[config.mk]
export PLATFORM = sky130hd
export DESIGN_NAME = swd_target_responder
export DESIGN_NICKNAME = d
export VERILOG_FILES = /design/src/rtl/swd_tgt_pkg.sv /design/src/rtl/swd_edge_sync.sv /design/src/rtl/swd_tgt_fsm.sv /design/src/rtl/swd_tgt_drive.sv /design/src/rtl/swd_target_responder.sv
export SDC_FILE = /design/constraint.sdc
export NUM_CORES = 1
export LEC_CHECK = 0
export ABC_CLOCK_PERIOD_IN_PS = 5400
export BUFFER_PORTS_ARGS = -buffer_cell sky130_fd_sc_hd__buf_2
export CAP_MARGIN = 15
export CORE_MARGIN = 2
export CORE_UTILIZATION = 62
export DETAILED_ROUTE_END_ITERATION = 10
export PLACE_DENSITY = 0.92
export SLEW_MARGIN = 20
export SYNTH_ARGS = -nofsm -noshare
export SYNTH_HDL_FRONTEND = slang
export SYNTH_HIERARCHICAL = 1
export SYNTH_SLANG_ARGS = --single-unit
[constraint.sdc]
create_clock -name clk -period 5.4 [get_ports clk]
set_input_delay 1.08 -clock clk [delete_from_list [all_inputs] [get_ports clk]]
set_output_delay 1.08 -clock clk [all_outputs]
set_load 0.1 [all_outputs]
[src/rtl/swd_tgt_pkg.sv]
package swd_tgt_pkg;

  typedef enum logic [2:0] {
    S_HUNT,
    S_REQ,
    S_TA_REQ,
    S_ACK,
    S_RD,
    S_TA_ACK,
    S_WR,
    S_TA_RD
  } swd_state_e;

  localparam logic [2:0] ACK_OK    = 3'b001;
  localparam logic [2:0] ACK_WAIT  = 3'b010;
  localparam logic [2:0] ACK_FAULT = 3'b100;

  // anything the agent gives that is not OK or WAIT becomes FAULT
  function automatic logic [2:0] legal_ack(input logic [2:0] code);
    if (code == ACK_OK || code == ACK_WAIT) return code;
    return ACK_FAULT;
  endfunction

endpackage

[src/rtl/swd_edge_sync.sv]
module swd_edge_sync #(
  parameter int STAGES = 2
) (
  input  logic clk,
  input  logic rst,
  input  logic line_clk,
  input  logic line_dat,
  output logic rise,
  output logic fall,
  output logic dat
);

  logic [STAGES-1:0] ck_s;
  logic [STAGES-1:0] dt_s;
  logic              ck_prev;

  // clock and data go through the same number of stages so they stay aligned
  for (genvar i = 0; i < STAGES; i++) begin : g_stage
    always_ff @(posedge clk) begin
      if (rst) begin
        ck_s[i] <= 1'b0;
        dt_s[i] <= 1'b0;
      end else if (i == 0) begin
        ck_s[i] <= line_clk;
        dt_s[i] <= line_dat;
      end else begin
        ck_s[i] <= ck_s[(i == 0) ? 0 : i-1];
        dt_s[i] <= dt_s[(i == 0) ? 0 : i-1];
      end
    end
  end

  always_ff @(posedge clk) begin
    if (rst) ck_prev <= 1'b0;
    else     ck_prev <= ck_s[STAGES-1];
  end

  assign rise = ck_s[STAGES-1] & ~ck_prev;
  assign fall = ~ck_s[STAGES-1] & ck_prev;
  assign dat  = dt_s[STAGES-1];

endmodule

[src/rtl/swd_tgt_fsm.sv]
module swd_tgt_fsm
  import swd_tgt_pkg::*;
#(
  parameter int DW = 32,
  localparam int CW = $clog2(DW + 1)
) (
  input  logic            clk,
  input  logic            rst,
  input  logic            rise,
  input  logic            din,
  input  logic            resp_valid,
  input  logic [2:0]      resp_ack,
  input  logic [DW-1:0]   resp_rdata,
  output swd_state_e      st,
  output logic [1:0]      ack_sel,
  output logic            data_last,
  output logic [2:0]      ack_q,
  output logic            rd_bit,
  output logic            rd_par,
  output logic            cmd_valid,
  output logic            cmd_ap,
  output logic            cmd_rnw,
  output logic [1:0]      cmd_addr,
  output logic            wr_valid,
  output logic [DW-1:0]   wr_data,
  output logic            wr_perr
);

  localparam logic [CW-1:0] HDR_LAST  = CW'(7);
  localparam logic [CW-1:0] ACK_LAST  = CW'(2);
  localparam logic [CW-1:0] DATA_LAST = CW'(DW);

  logic [CW-1:0] cnt;
  logic [6:0]    hdr;
  logic [DW-1:0] rd_sh;
  logic [DW-1:0] wd_sh;
  logic          have_resp;
  logic          resp_hit;
  logic          hdr_ok;
  logic          is_ok;

  assign resp_hit  = (st == S_TA_REQ) && resp_valid;
  // hdr holds bits 0..6 in place; park arrives as din on the eighth edge
  assign hdr_ok    = hdr[0] & ~hdr[6] & din & ~(^hdr[5:1]);
  assign is_ok     = (ack_q == ACK_OK);
  assign ack_sel   = cnt[1:0];
  assign data_last = (cnt == DATA_LAST);
  assign rd_bit    = rd_sh[0];

  always_ff @(posedge clk) begin
    if (rst) begin
      st        <= S_HUNT;
      cnt       <= '0;
      hdr       <= '0;
      rd_sh     <= '0;
      rd_par    <= 1'b0;
      wd_sh     <= '0;
      ack_q     <= ACK_WAIT;
      have_resp <= 1'b0;
      cmd_valid <= 1'b0;
      cmd_ap    <= 1'b0;
      cmd_rnw   <= 1'b0;
      cmd_addr  <= '0;
      wr_valid  <= 1'b0;
      wr_data   <= '0;
      wr_perr   <= 1'b0;
    end else begin
      cmd_valid <= 1'b0;
      wr_valid  <= 1'b0;
      if (resp_hit) begin
        have_resp <= 1'b1;
        ack_q     <= legal_ack(resp_ack);
        rd_sh     <= resp_rdata;
        rd_par    <= ^resp_rdata;
      end
      if (rise) begin
        unique case (st)
          S_HUNT: begin
            if (din) begin
              hdr <= {din, hdr[6:1]};
              cnt <= CW'(1);
              st  <= S_REQ;
            end
          end
          S_REQ: begin
            if (cnt == HDR_LAST) begin
              cnt <= '0;
              if (hdr_ok) begin
                cmd_valid <= 1'b1;
                cmd_ap    <= hdr[1];
                cmd_rnw   <= hdr[2];
                cmd_addr  <= {hdr[4], hdr[3]};
                have_resp <= 1'b0;
                st        <= S_TA_REQ;
              end else begin
                st <= S_HUNT;
              end
            end else begin
              hdr <= {din, hdr[6:1]};
              cnt <= cnt + 1'b1;
            end
          end
          S_TA_REQ: begin
            if (!have_resp && !resp_hit) ack_q <= ACK_WAIT;
            cnt <= '0;
            st  <= S_ACK;
          end
          S_ACK: begin
            if (cnt == ACK_LAST) begin
              cnt <= '0;
              st  <= (is_ok && cmd_rnw) ? S_RD : S_TA_ACK;
            end else begin
              cnt <= cnt + 1'b1;
            end
          end
          S_RD: begin
            if (data_last) begin
              cnt <= '0;
              st  <= S_TA_RD;
            end else begin
              rd_sh <= rd_sh >> 1;
              cnt   <= cnt + 1'b1;
            end
          end
          S_TA_ACK: begin
            cnt <= '0;
            st  <= (is_ok && !cmd_rnw) ? S_WR : S_HUNT;
          end
          S_WR: begin
            if (data_last) begin
              cnt <= '0;
              st  <= S_HUNT;
              if (din == ^wd_sh) begin
                wr_valid <= 1'b1;
                wr_data  <= wd_sh;
              end else begin
                wr_perr <= 1'b1;
              end
            end else begin
              wd_sh <= {din, wd_sh[DW-1:1]};
              cnt   <= cnt + 1'b1;
            end
          end
          S_TA_RD: begin
            st <= S_HUNT;
          end
          default: st <= S_HUNT;
        endcase
      end
    end
  end


  cmd_pulse_chk: assert property (@(posedge clk) disable iff (rst)
    cmd_valid |=> !cmd_valid);


  ack_code_chk: assert property (@(posedge clk) disable iff (rst)
    (st == S_ACK) |-> ($countones(ack_q) == 1));


  perr_sticky_chk: assert property (@(posedge clk) disable iff (rst)
    wr_perr |=> wr_perr);

endmodule

[src/rtl/swd_tgt_drive.sv]
module swd_tgt_drive
  import swd_tgt_pkg::*;
(
  input  logic       clk,
  input  logic       rst,
  input  logic       fall,
  input  swd_state_e st,
  input  logic [1:0] ack_sel,
  input  logic       data_last,
  input  logic [2:0] ack_q,
  input  logic       rd_bit,
  input  logic       rd_par,
  output logic       dout,
  output logic       oe
);

  logic bit_nx;
  logic oe_nx;

  always_comb begin
    bit_nx = 1'b0;
    oe_nx  = 1'b0;
    if (st == S_ACK) begin
      oe_nx = 1'b1;
      unique case (ack_sel)
        2'd0:    bit_nx = ack_q[0];
        2'd1:    bit_nx = ack_q[1];
        default: bit_nx = ack_q[2];
      endcase
    end else if (st == S_RD) begin
      oe_nx  = 1'b1;
      bit_nx = data_last ? rd_par : rd_bit;
    end
  end

  always_ff @(posedge clk) begin
    if (rst) begin
      oe   <= 1'b0;
      dout <= 1'b0;
    end else if (fall) begin
      oe   <= oe_nx;
      dout <= bit_nx;
    end
  end


  oe_after_fall_chk: assert property (@(posedge clk) disable iff (rst)
    (oe != $past(oe)) |-> $past(fall));

endmodule

[src/rtl/swd_target_responder.sv]
module swd_target_responder
  import swd_tgt_pkg::*;
#(
  parameter int DW          = 32,
  parameter int SYNC_STAGES = 2
) (
  input  logic          clk,
  input  logic          rst,
  input  logic          swclk,
  input  logic          swdio_in,
  output logic          swdio_out,
  output logic          swdio_oe,
  output logic          cmd_valid,
  output logic          cmd_ap,
  output logic          cmd_rnw,
  output logic [1:0]    cmd_addr,
  input  logic          resp_valid,
  input  logic [2:0]    resp_ack,
  input  logic [DW-1:0] resp_rdata,
  output logic          wr_valid,
  output logic [DW-1:0] wr_data,
  output logic          wr_perr
);

  logic       rise;
  logic       fall;
  logic       din;
  swd_state_e st;
  logic [1:0] ack_sel;
  logic       data_last;
  logic [2:0] ack_q;
  logic       rd_bit;
  logic       rd_par;

  swd_edge_sync #(.STAGES(SYNC_STAGES)) u_sync (
    .clk      (clk),
    .rst      (rst),
    .line_clk (swclk),
    .line_dat (swdio_in),
    .rise     (rise),
    .fall     (fall),
    .dat      (din)
  );

  swd_tgt_fsm #(.DW(DW)) u_fsm (
    .clk        (clk),
    .rst        (rst),
    .rise       (rise),
    .din        (din),
    .resp_valid (resp_valid),
    .resp_ack   (resp_ack),
    .resp_rdata (resp_rdata),
    .st         (st),
    .ack_sel    (ack_sel),
    .data_last  (data_last),
    .ack_q      (ack_q),
    .rd_bit     (rd_bit),
    .rd_par     (rd_par),
    .cmd_valid  (cmd_valid),
    .cmd_ap     (cmd_ap),
    .cmd_rnw    (cmd_rnw),
    .cmd_addr   (cmd_addr),
    .wr_valid   (wr_valid),
    .wr_data    (wr_data),
    .wr_perr    (wr_perr)
  );

  swd_tgt_drive u_drive (
    .clk       (clk),
    .rst       (rst),
    .fall      (fall),
    .st        (st),
    .ack_sel   (ack_sel),
    .data_last (data_last),
    .ack_q     (ack_q),
    .rd_bit    (rd_bit),
    .rd_par    (rd_par),
    .dout      (swdio_out),
    .oe        (swdio_oe)
  );

endmodule

==> run metrics <==
fillcell total around 640; largest family of logic cells by synthesized area simple AND/OR/NAND/NOR gates; Initial Util 0.6448; slowest CP cell buf_4; post-synthesis simple-gate area fraction 0.2203; core area roughly 0.0093 sq mm; post-synth cell types 50; GRT Overall Usage 0.2567; maxcap violations 0; Synth Warn # 6; worst-path fanout max 24; Most used DFF post-synth dfxtp_1; cells along the critical path nor2b_1 -> nand2_1 -> nor3_1 -> or2b_2 -> mux2i_4 -> buf_4 -> mux2i_1; Rel. slew slack 0.2758; Cells after Synth a little over 700; clock skew just over 0.008 ns; CTS tree done; Comb power frac 0.058; placed instance area between 0.006 and 0.007 sq mm; DRT antenna net count 0; Req. time, crit path 5.84 ns; Tmin final 2.807 ns; vias in the first global route between 4,000 and 5,000; root buf cell clkbuf_8; die width between 100 and 150 um; pin count of the biggest net entering global routing 91; EDFF count, synth 0; H-tree Lvls 4; startpoint types flip-flop; Crit Path Class reg -> reg; initial drt markers 250; Final Instance Area 0.006867 sq mm; DRC 0; clock power share 0.477; status finished, final reports clean; final hold violations 0; fin crit share 0.5199; WL final ~13,000 um; Netlist Area Pre-Place roughly 0.0060 sq mm; DR vias 5,128; Clock Latency Late Sink between 0.5 and 0.6 ns; Syn Area/Cell roughly 8.5 sq um; # IOs 81; wire length per cell around 15 um; Pwr Total 2.090 mW; Num CTS Buffers 17; FF+latch count, synth between 100 and 150; # rows 35; Slew @ Worst Pin about 1.1 ns; die area roughly 0.011 sq mm; most common cell after layout, fill and taps aside nand2_1; VDD IR max around 180 uV; antenna violations before repair 0; routed vias/inst around 5.7; CP endpoint kind flip-flop; Synth Area in Adders 0.006241; DR pass1 iterations 5; sequential fraction of the synthesis area 0.4360; Layout area overhead 14.17%; sw frac 0.2190; CTS-repair resized insts 0; post-CTS setup buffer count 0; P_sw ~460 uW; clock tree sinks ~130; fin util 0.7362; xor/xnor share of the synthesized area 0.1030; n_diodes 0; Pwr per Cell Area 304.4 mW/mm^2; grt ovf 0; fmax roughly 360 MHz; GPL Wtd Cong 0.8726; post-synthesis mux area share 0.07135; worst min path class reg -> reg; Synth Area in Compound Gates 0.1157; Die H ~100 um; Pint about 1.6 mW; # setup viols final 0; Post-DP HPWL between 8000 and 9000 um; setup_tns 0 ns; IO buf count 80; CP peak stage delay ~0.45 ns; Pleak about 2.5 nW; Flop pwr share 0.465; CTS clk-pin slew, worst paths 0.05 ns; syn nets ~750; # hold bufs at CTS 0; Arr. time, crit path roughly 3.2 ns; RSZ-0062 raised after global routing no; CTS max path bufs 2; first-pass GRT wire length between 20,000 and 25,000 um; hold_ws roughly 0.45 ns; Final Max Tran Viols 0; Final #Nets between 800 and 900; share of layout cells above drive strength 1 0.1593; most frequent cells in the layout 203 x nand2_1, 131 x dfxtp_1, 80 x buf_2, 57 x nor2_1, 54 x xnor2_1; async set-reset flop share out of synthesis 0
path summary, 6_finish.rpt:
path | slack [ns] | depth (start not counted) | endpoint | start
worst min-delay path | 0.45 | 2 | u_fsm/wr_data[24] | u_fsm/wr_data[24]
worst max register to register | 2.59 | 7 | u_fsm/wr_data[23] | u_sync/ck_s[1]
worst min register to register | 0.45 | 2 | u_fsm/wr_data[24] | u_fsm/wr_data[24]
worst max-delay path | 2.59 | 7 | u_fsm/wr_data[23] | u_sync/ck_s[1]
worst max-delay path: cells and delay by family (launching register included):
family / cells / cell delay [ns]
and+or+nand+nor: 4 / 1.29
buffers and inverters: 1 / 0.45
muxes: 2 / 0.64
DFF: 1 / 0.34
kinds of logic after synthesis:
kind of cell / Yosys count
adders and majority gates: 3
xor gates and xnor gates: 65
and+or+nand+nor: 313
muxes: 41
buffers and inverters: 52
DFF: 131
AOI/OAI and AO/OA: 100
state kept, by name (all words and copies together) (netlist names), 2 cells and up:
| name | flops |
|---|---|
| u_fsm/rd_sh | 32 |
| u_fsm/hdr | 7 |
| u_fsm/cmd_addr | 2 |
| u_fsm/st | 3 |
| u_fsm/cnt | 6 |
| u_fsm/wr_data | 32 |
| u_fsm/wd_sh | 32 |
| u_sync/ck_s | 2 |
| u_fsm/ack_q | 3 |
metal layers:
metal / vias to the layer above / track usage / wire, um
met2: 184 / 0.4454 / 6711
met5: - / 0 / 0
met1: 2431 / 0.3086 / 5590
met3: 35 / 0.05017 / 668
met4: 0 / 0.1159 / 246
li1: 2478 / - / -
power groups by stage:
stage	Sequential, mW	Clock (mW)	Combinational, mW
after floorplan	0.995	0	0.0851
after global placement	0.992	0	0.117
after detailed placement	0.992	0	0.122
after CTS	0.972	1.00	0.123
after global routing	0.971	1.05	0.132
final	0.972	0.996	0.122
per-stage QoR:
step	cells	worst slack [ns]
floorplan	705	3.264
global placement	872	2.744
detailed placement	873	2.697
CTS	901	2.639
global route	901	2.408
finish	901	2.593
synth_stat cells, drive strengths merged (3+ instances only):
cell         count  area [sq um]
nand2          204         765.7
ha               3         37.54
a21oi           44         220.2
mux2i           39         402.9
o21ai            6         30.03
a311oi          33         295.3
nand2b           3         18.77
a22o             5         43.79
xor2             7         61.31
buf              6         82.58
nor2b            8         50.05
nor3             9         45.04
dfxtp          131          2623
xnor3            3         68.81
clkbuf          33         123.9
nand3            7         35.03
and2             4         25.02
a211oi           5         42.54
nor2            57         214.0
dlygate4sd1      6         52.55
xnor2           55         489.2
inv              7         26.28
area by class of cell:
class,count,area (sq um),area share
clock buffer,22,442.9,0.06450
timing repair buffer,84,437.9,0.06378
inverter,7,26.28,0.003827
clock inverter,6,60.06,0.008746
tap,129,161.4,0.02351
sequential,131,2623,0.3819
multi-input combinational,522,3115,0.4537
Note: power is estimated with default switching activity, not from simulation.
